File: src/rtl/spi_chan_pkg.sv
package spi_chan_pkg;
  typedef enum logic [1:0] {
    XFER_DUPLEX  = 2'b00,
    XFER_RX_ONLY = 2'b01,
    XFER_TX_ONLY = 2'b10,
    XFER_RSVD    = 2'b11
  } xfer_mode_e;
endpackage

File: src/rtl/spi_clk_div.sv
module spi_clk_div #(
  parameter int unsigned DIV_W = 4
) (
  input  logic             clk_i,
  input  logic             rst_ni,
  input  logic             run_i,
  input  logic [DIV_W-1:0] div_i,
  output logic             tick_o
);
  localparam int unsigned CNT_W = (1 << DIV_W) - 1;

  logic [CNT_W-1:0] cnt_q;
  logic [CNT_W-1:0] limit;

  // 1 << 2^DIV_W-1 wraps to zero, so the all-ones limit is still 2^D - 1
  assign limit  = (CNT_W'(1) << div_i) - CNT_W'(1);
  assign tick_o = run_i && (cnt_q == limit);

  always_ff @(posedge clk_i or negedge rst_ni) begin
    if (!rst_ni)          cnt_q <= '0;
    else if (!run_i)      cnt_q <= '0;
    else if (tick_o)      cnt_q <= '0;
    else                  cnt_q <= cnt_q + CNT_W'(1);
  end
endmodule

File: src/rtl/spi_shifter.sv
module spi_shifter #(
  parameter int unsigned DATA_W = 32,
  parameter int unsigned LEN_W  = 5
) (
  input  logic              clk_i,
  input  logic              rst_ni,
  input  logic              load_i,
  input  logic [DATA_W-1:0] word_i,
  input  logic [LEN_W-1:0]  wlen_m1_i,
  input  logic              cpol_i,
  input  logic              cpha_i,
  input  logic              tick_i,
  input  logic              miso_i,
  output logic              busy_o,
  output logic              done_o,
  output logic [DATA_W-1:0] rx_word_o,
  output logic              sclk_o,
  output logic              mosi_o
);
  localparam int unsigned      EDGE_W  = LEN_W + 1;
  localparam logic [LEN_W-1:0] MSB_POS = LEN_W'(DATA_W - 1);

  logic [DATA_W-1:0] tx_sr_q, rx_sr_q;
  logic [EDGE_W-1:0] eidx_q, last_eidx;
  logic              busy_q, sclk_q;
  logic              leading, sample_now, shift_now, at_last;
  logic [LEN_W-1:0]  align_sh;

  // even edge index = leading edge, odd = trailing
  assign last_eidx  = {wlen_m1_i, 1'b1};
  assign leading    = ~eidx_q[0];
  assign sample_now = cpha_i ? ~leading : leading;
  assign shift_now  = cpha_i ? (leading && (eidx_q != '0)) : ~leading;
  assign at_last    = (eidx_q == last_eidx);
  assign align_sh   = MSB_POS - wlen_m1_i;

  always_ff @(posedge clk_i or negedge rst_ni) begin
    if (!rst_ni) begin
      busy_q  <= 1'b0;
      sclk_q  <= 1'b0;
      eidx_q  <= '0;
      tx_sr_q <= '0;
      rx_sr_q <= '0;
    end else if (load_i) begin
      busy_q  <= 1'b1;
      sclk_q  <= cpol_i;
      eidx_q  <= '0;
      tx_sr_q <= word_i << align_sh;
      rx_sr_q <= '0;
    end else if (busy_q && tick_i) begin
      sclk_q <= ~sclk_q;
      if (sample_now) rx_sr_q <= {rx_sr_q[DATA_W-2:0], miso_i};
      if (shift_now)  tx_sr_q <= tx_sr_q << 1;
      if (at_last) busy_q <= 1'b0;
      else         eidx_q <= eidx_q + EDGE_W'(1);
    end else if (!busy_q) begin
      sclk_q <= cpol_i;
    end
  end

  assign busy_o    = busy_q;
  assign done_o    = busy_q & tick_i & at_last;
  // phase 1 takes its final sample on the completing edge itself
  assign rx_word_o = cpha_i ? {rx_sr_q[DATA_W-2:0], miso_i} : rx_sr_q;
  assign sclk_o    = sclk_q;
  assign mosi_o    = tx_sr_q[DATA_W-1];


  sclk_hold_chk: assert property (@(posedge clk_i) disable iff (!rst_ni)
    busy_q && !tick_i |=> $stable(sclk_o));

  sclk_idle_chk: assert property (@(posedge clk_i) disable iff (!rst_ni)
    !busy_q && !load_i |=> sclk_o == $past(cpol_i));
endmodule

File: src/rtl/spi_chan_ctrl.sv
module spi_chan_ctrl
  import spi_chan_pkg::*;
#(
  parameter int unsigned DATA_W = 32
) (
  input  logic              clk_i,
  input  logic              rst_ni,
  input  logic              en_i,
  input  logic [1:0]        mode_i,
  input  logic              force_cs_i,
  input  logic              cs_low_i,
  input  logic              tx_wr_i,
  input  logic [DATA_W-1:0] tx_data_i,
  input  logic              rx_rd_i,
  input  logic              sh_busy_i,
  input  logic              sh_done_i,
  input  logic [DATA_W-1:0] sh_word_i,
  output logic              load_o,
  output logic [DATA_W-1:0] load_word_o,
  output logic [DATA_W-1:0] rx_data_o,
  output logic              txs_o,
  output logic              rxs_o,
  output logic              eot_o,
  output logic              cs_o
);
  xfer_mode_e        mode;
  logic              tx_full_q, rx_full_q, rx_trig_q;
  logic [DATA_W-1:0] tx_hold_q, rx_hold_q;
  logic              pending, capture, cs_act;

  assign mode    = xfer_mode_e'(mode_i);
  assign pending = tx_full_q | rx_trig_q;
  assign load_o  = en_i & ~sh_busy_i & pending;
  assign capture = sh_done_i & en_i & (mode != XFER_TX_ONLY);

  always_ff @(posedge clk_i or negedge rst_ni) begin
    if (!rst_ni) begin
      tx_full_q <= 1'b0;
      rx_full_q <= 1'b0;
      rx_trig_q <= 1'b0;
      tx_hold_q <= '0;
      rx_hold_q <= '0;
    end else if (!en_i && !sh_busy_i) begin
      tx_full_q <= 1'b0;
      rx_full_q <= 1'b0;
      rx_trig_q <= 1'b0;
    end else begin
      if (load_o) begin
        tx_full_q <= 1'b0;
        rx_trig_q <= 1'b0;
      end
      if (tx_wr_i && en_i) begin
        tx_hold_q <= tx_data_i;
        tx_full_q <= 1'b1;
      end
      if (rx_rd_i) begin
        rx_full_q <= 1'b0;
        if (en_i && mode == XFER_RX_ONLY) rx_trig_q <= 1'b1;
      end
      if (capture) begin
        rx_hold_q <= sh_word_i;
        rx_full_q <= 1'b1;
      end
    end
  end

  assign cs_act      = force_cs_i | sh_busy_i;
  assign cs_o        = cs_act ^ cs_low_i;
  assign load_word_o = tx_hold_q;
  assign rx_data_o   = rx_hold_q;
  assign txs_o       = ~tx_full_q;
  assign rxs_o       = rx_full_q;
  assign eot_o       = ~sh_busy_i & ~pending;


  txs_clr_chk: assert property (@(posedge clk_i) disable iff (!rst_ni)
    tx_wr_i && en_i |=> !txs_o);

  rxs_clr_chk: assert property (@(posedge clk_i) disable iff (!rst_ni)
    rx_rd_i && !sh_done_i |=> !rxs_o);

  dis_idle_chk: assert property (@(posedge clk_i) disable iff (!rst_ni)
    !en_i && !sh_busy_i |=> txs_o && !rxs_o);

  rx_restart_chk: assert property (@(posedge clk_i) disable iff (!rst_ni)
    rx_rd_i && en_i && (mode == XFER_RX_ONLY) |=> !eot_o);
endmodule

File: src/rtl/spi_chan_engine.sv
module spi_chan_engine #(
  parameter int unsigned DATA_W = 32,
  parameter int unsigned DIV_W  = 4,
  localparam int unsigned LEN_W = $clog2(DATA_W)
) (
  input  logic              clk_i,
  input  logic              rst_ni,
  input  logic              en_i,
  input  logic [1:0]        mode_i,
  input  logic [LEN_W-1:0]  wlen_m1_i,
  input  logic [DIV_W-1:0]  clk_div_i,
  input  logic              cpol_i,
  input  logic              cpha_i,
  input  logic              cs_low_i,
  input  logic              force_cs_i,
  input  logic              tx_wr_i,
  input  logic [DATA_W-1:0] tx_data_i,
  input  logic              rx_rd_i,
  output logic [DATA_W-1:0] rx_data_o,
  output logic              txs_o,
  output logic              rxs_o,
  output logic              eot_o,
  output logic              sclk_o,
  output logic              mosi_o,
  output logic              cs_o,
  input  logic              miso_i
);
  logic              tick, busy, done, load;
  logic [DATA_W-1:0] load_word, sh_word;

  spi_clk_div #(.DIV_W(DIV_W)) i_div (
    .clk_i  (clk_i),
    .rst_ni (rst_ni),
    .run_i  (busy),
    .div_i  (clk_div_i),
    .tick_o (tick)
  );

  spi_shifter #(.DATA_W(DATA_W), .LEN_W(LEN_W)) i_shift (
    .clk_i     (clk_i),
    .rst_ni    (rst_ni),
    .load_i    (load),
    .word_i    (load_word),
    .wlen_m1_i (wlen_m1_i),
    .cpol_i    (cpol_i),
    .cpha_i    (cpha_i),
    .tick_i    (tick),
    .miso_i    (miso_i),
    .busy_o    (busy),
    .done_o    (done),
    .rx_word_o (sh_word),
    .sclk_o    (sclk_o),
    .mosi_o    (mosi_o)
  );

  spi_chan_ctrl #(.DATA_W(DATA_W)) i_ctrl (
    .clk_i       (clk_i),
    .rst_ni      (rst_ni),
    .en_i        (en_i),
    .mode_i      (mode_i),
    .force_cs_i  (force_cs_i),
    .cs_low_i    (cs_low_i),
    .tx_wr_i     (tx_wr_i),
    .tx_data_i   (tx_data_i),
    .rx_rd_i     (rx_rd_i),
    .sh_busy_i   (busy),
    .sh_done_i   (done),
    .sh_word_i   (sh_word),
    .load_o      (load),
    .load_word_o (load_word),
    .rx_data_o   (rx_data_o),
    .txs_o       (txs_o),
    .rxs_o       (rxs_o),
    .eot_o       (eot_o),
    .cs_o        (cs_o)
  );
endmodule

File: config.mk
export PLATFORM = sky130hd
export DESIGN_NAME = spi_chan_engine
export DESIGN_NICKNAME = d
export VERILOG_FILES = /design/src/rtl/spi_chan_pkg.sv /design/src/rtl/spi_clk_div.sv /design/src/rtl/spi_shifter.sv /design/src/rtl/spi_chan_ctrl.sv /design/src/rtl/spi_chan_engine.sv
export SDC_FILE = /design/constraint.sdc
export NUM_CORES = 1
export LEC_CHECK = 0
export BUFFER_PORTS_ARGS = -buffer_cell sky130_fd_sc_hd__buf_2
export CAP_MARGIN = 20
export CORE_UTILIZATION = 55
export CTS_BUF_LIST = sky130_fd_sc_hd__clkbuf_8
export DETAILED_ROUTE_END_ITERATION = 12
export GPL_TIMING_DRIVEN = 0
export PLACE_DENSITY = 0.72
export SLEW_MARGIN = 20
export SYNTH_ARGS = -nofsm -noshare
export SYNTH_HDL_FRONTEND = slang
export SYNTH_HIERARCHICAL = 1
export SYNTH_SLANG_ARGS = --single-unit
File: constraint.sdc
create_clock -name clk_i -period 4.05 [get_ports clk_i]
set_input_delay 0.81 -clock clk_i [delete_from_list [all_inputs] [get_ports clk_i]]
set_output_delay 0.81 -clock clk_i [all_outputs]
set_load 0.1 [all_outputs]
==> out/metrics.yaml <==
global_routing:
  antenna_found_initial: 1
  grt-ovfl-total: 0
  grt_pass1_vias: 6594
  grt_use_total_pct: 26.41
  grt_max_degree: 83
  grt_pass1_wl_mm: 34.56
synthesis:
  async_flop_share_pct: 100.0
  syn_avg_cell_area_um2: 10.65
  synth_ff_type: "dfrtp_1"
  synthXorXnorAreaFrac_pct: 3.298
  syn_nets: 905
  synth_cell_types: 72
  yosysWarnings: 6
  ys_ff_latch: 154
  syn_inst: 848
  synthAdderAreaFrac_pct: 0.5542
  synth-compound-area-share_pct: 11.39
  synth-simple-area-share_pct: 12.82
  synth.area.mux_share_pct: 24.35
  synth_edf_count: 0
  netlist_area_mm2: 0.009030
  synth_top_family_by_area: "multiplexers"
  yosysSeqAreaShare_pct: 42.68
sta:
  report.final.setup_viol: 0
  hold_viol: 0
  drv_slew: 0
  fmax_mhz: 253.9
  worst_slack_ns: 0.1114
  fin_crit_ns: 3.939
  slew_headroom_pct: 60.03
  max_slew.worst_pin.slew_ns: 0.5995
  fin_worst_skew_ns: 0.01657
  finalCritPeriodShare_pct: 97.25
detailed_routing:
  wl_mm: 21.04
  drtPass1Iterations: 5
  vias_per_cell: 5.855
  detail_route.wl_per_cell_um: 17.68
  route.vias.total: 6968
  drt_iter0_drc: 347
  drc: 0
  ant_nets: 0
critical_path:
  regToRegSetupSlack_ns: 0.88
  worstSetupEndpointType: "register"
  worstReg2RegEnd: "i_shift/tx_sr_q[21]$_DFFE_PN0P_"
  required_ns: 4.40
  r2r-start: "i_div/cnt_q[13]$_DFF_PN0_"
  start_kind: "primary input"
  arrival_ns: 4.29
  path_max_fanout: 10
  cp-endpoint: "i_shift/tx_sr_q[21]$_DFFE_PN0P_"
  reg2reg_depth: 12
  path_class: "in2reg"
  worstSetupStartpoint: "clk_div_i[2]"
status:
  status: "finished clean"
final_layout:
  layout_common_cells: "154 x dfrtp_1, 106 x nand2_1, 102 x mux2_2, 101 x buf_2, 66 x nor2_1"
  num_antenna_cells: 0
  fin_area_mm2: 0.01031
  syn2layout_area_growth_pct: 14.22
  mostFrequentLayoutCell: "dfrtp_1"
  layout-drive-gt1-share_pct: 31.83
  post-route-util_pct: 64.69
  fillers: 1362
  fin_nets: 1018
placement:
  placed_area_mm2: 0.009861
  post-place-ws_ns: -0.7050
  dp_hpwl_mm: 15.05
  gp_congestion: 0.9441
  portBuffers: 86
floorplanning:
  die_h_um: 130.1
  dieArea_mm2: 0.01693
  core_region_area_mm2: 0.01594
  chipWidth_um: 130.1
  initial_core_util_pct: 56.64
  ios: 91
  rows: 46
clock_tree:
  cts.clk_slew.worst_paths_ns: 0.09
  worstSkewPairLatency_ns: 0.46
  cts_buffer_depth: 2
  h-tree-depth: 4
  cts-root-buf: "clkbuf_8"
  cts_sinks: 154
  cts_tree: "done"
  cts_buffers: 17
hold_path:
  hold_class: "in2async"
pwr:
  power-per-cell-area_mw_per_mm2: 345.8
  irDropWorstVdd_v: 0.0002299
  leakage_nw: 4.894
job:
  cap_violations: 0
[final cells by class]
type | instances | area, um^2 | area share [%]
plain buffers | 63 | 430.4 | 4.173
clock buffers | 19 | 261.5 | 2.535
clock inverters | 13 | 106.4 | 1.031
inverters | 16 | 65.06 | 0.6308
multi-input cells | 613 | 4793 | 46.48
flip-flops and latches | 154 | 3854 | 37.37
well taps | 216 | 270.3 | 2.620
repair buffers | 96 | 533.0 | 5.168
[worst max-delay path, stage by stage]
cell and delay [ns]:
buf_2 0.12, buf_12 0.14, clkbuf_8 0.16, nor2_4 0.12, nand3b_1 0.13, ha_4 0.21
buf_6 0.14, or3_4 0.34, a21oi_4 0.16, o21a_1 0.13, o2111ai_1 0.14, or4b_4 0.58
inv_4 0.09, and2_4 0.18, o311ai_4 0.17, buf_6 0.20, nor2_1 0.09, o22ai_1 0.08
o32a_1 0.30
[report_power, final]
part	total, W	internal, W	switching (W)
sequential	0.00173	0.00164	0.0000989
combinational	0.000725	0.000347	0.000378
clock	0.00111	0.000473	0.000634
[through the flow]
stage / hold WS (ns) / power (W) / TNS, ns / instances
after floorplan: 0.4632 / 0.002266 / -0.3745 / 848
after global placement: 0.4760 / 0.002457 / -75.29 / 1150
after detailed placement: 0.4845 / 0.002476 / -58.18 / 1151
after CTS: 0.3069 / 0.003590 / 0 / 1187
after global routing: 0.3373 / 0.003733 / -0.01618 / 1190
final: 0.2927 / 0.003566 / 0 / 1190
[worst min-delay path by stage]
stage                                   startpoint                                 end  slack [ns]
finish                                      rst_ni  i_ctrl/load_word_o[22]$_DFFE_PN0P_        0.29
global route                                rst_ni  i_ctrl/load_word_o[22]$_DFFE_PN0P_        0.34
CTS                                         rst_ni  i_ctrl/load_word_o[22]$_DFFE_PN0P_        0.31
detailed placement  i_shift/tx_sr_q[6]$_DFFE_PN0P_      i_shift/tx_sr_q[6]$_DFFE_PN0P_        0.48
global placement    i_shift/tx_sr_q[1]$_DFFE_PN0P_      i_shift/tx_sr_q[1]$_DFFE_PN0P_        0.48
floorplan           i_shift/tx_sr_q[7]$_DFFE_PN0P_      i_shift/tx_sr_q[7]$_DFFE_PN0P_        0.46
[Yosys cell counts (all sizes together) (4+ instances only)]
cell | n | share of area [%]
dfrtp | 154 | 43
mux2 | 113 | 14
nand2 | 107 | 4.5
nor2 | 67 | 2.8
a21oi | 50 | 2.8
buf | 37 | 3.1
mux2i | 34 | 3.8
clkbuf | 28 | 1.2
mux4 | 25 | 6.4
xnor2 | 20 | 1.9
and3 | 17 | 1.2
inv | 16 | 0.69
o22ai | 16 | 1.1
xor2 | 14 | 1.4
o21a | 13 | 1.1
o21ai | 13 | 0.72
nor3 | 10 | 0.55
o211ai | 10 | 0.98
nand3 | 8 | 0.44
nand4 | 8 | 0.55
nand2b | 7 | 0.48
a211oi | 6 | 0.50
o21bai | 5 | 0.42
a22oi | 4 | 0.33
a2bb2oi | 4 | 0.39
a31oi | 4 | 0.28
ha | 4 | 0.55
nor2b | 4 | 0.28
or2 | 4 | 0.28
[routing by layer]
metal  share of wire, %  GRT usage (%)
met4                2.3          10.12
met3                4.9          4.059
met1                 46          37.80
met2                 47          40.55
met5              0.076              0
[flip-flops by register name, indices dropped and copies added, names as in the netlist]
| name | cells |
|---|---|
| i_ctrl/rx_trig_q | 1 |
| i_shift/tx_sr_q | 32 |
| i_ctrl/rxs_o | 1 |
| i_shift/sclk_o | 1 |
| i_ctrl/load_word_o | 32 |
| i_ctrl/tx_full_q | 1 |
| i_shift/busy_o | 1 |
| i_shift/eidx_q | 6 |
| i_ctrl/rx_data_o | 32 |
| i_shift/rx_sr_q | 32 |
| i_div/cnt_q | 15 |
[cell families after synthesis]
| family | Yosys count |
|---|---|
| adders and majority gates | 4 |
| xor gates and xnor gates | 34 |
| AOI/OAI and AO/OA | 152 |
| muxes | 172 |
| DFF | 154 |
| and+or+nand+nor | 251 |
| buffers and inverters | 81 |
[repair_timing]
action | 4_1_cts | 5_1_grt
gates resized for setup | 2 | 12
gates cloned | 1 | 0
pin swaps | 2 | 6
setup buffers | 4 | 4
hold buffers | 0 | 0
setup endpoints to repair | 91 | 86
Note: power is estimated with default switching activity, not from simulation.
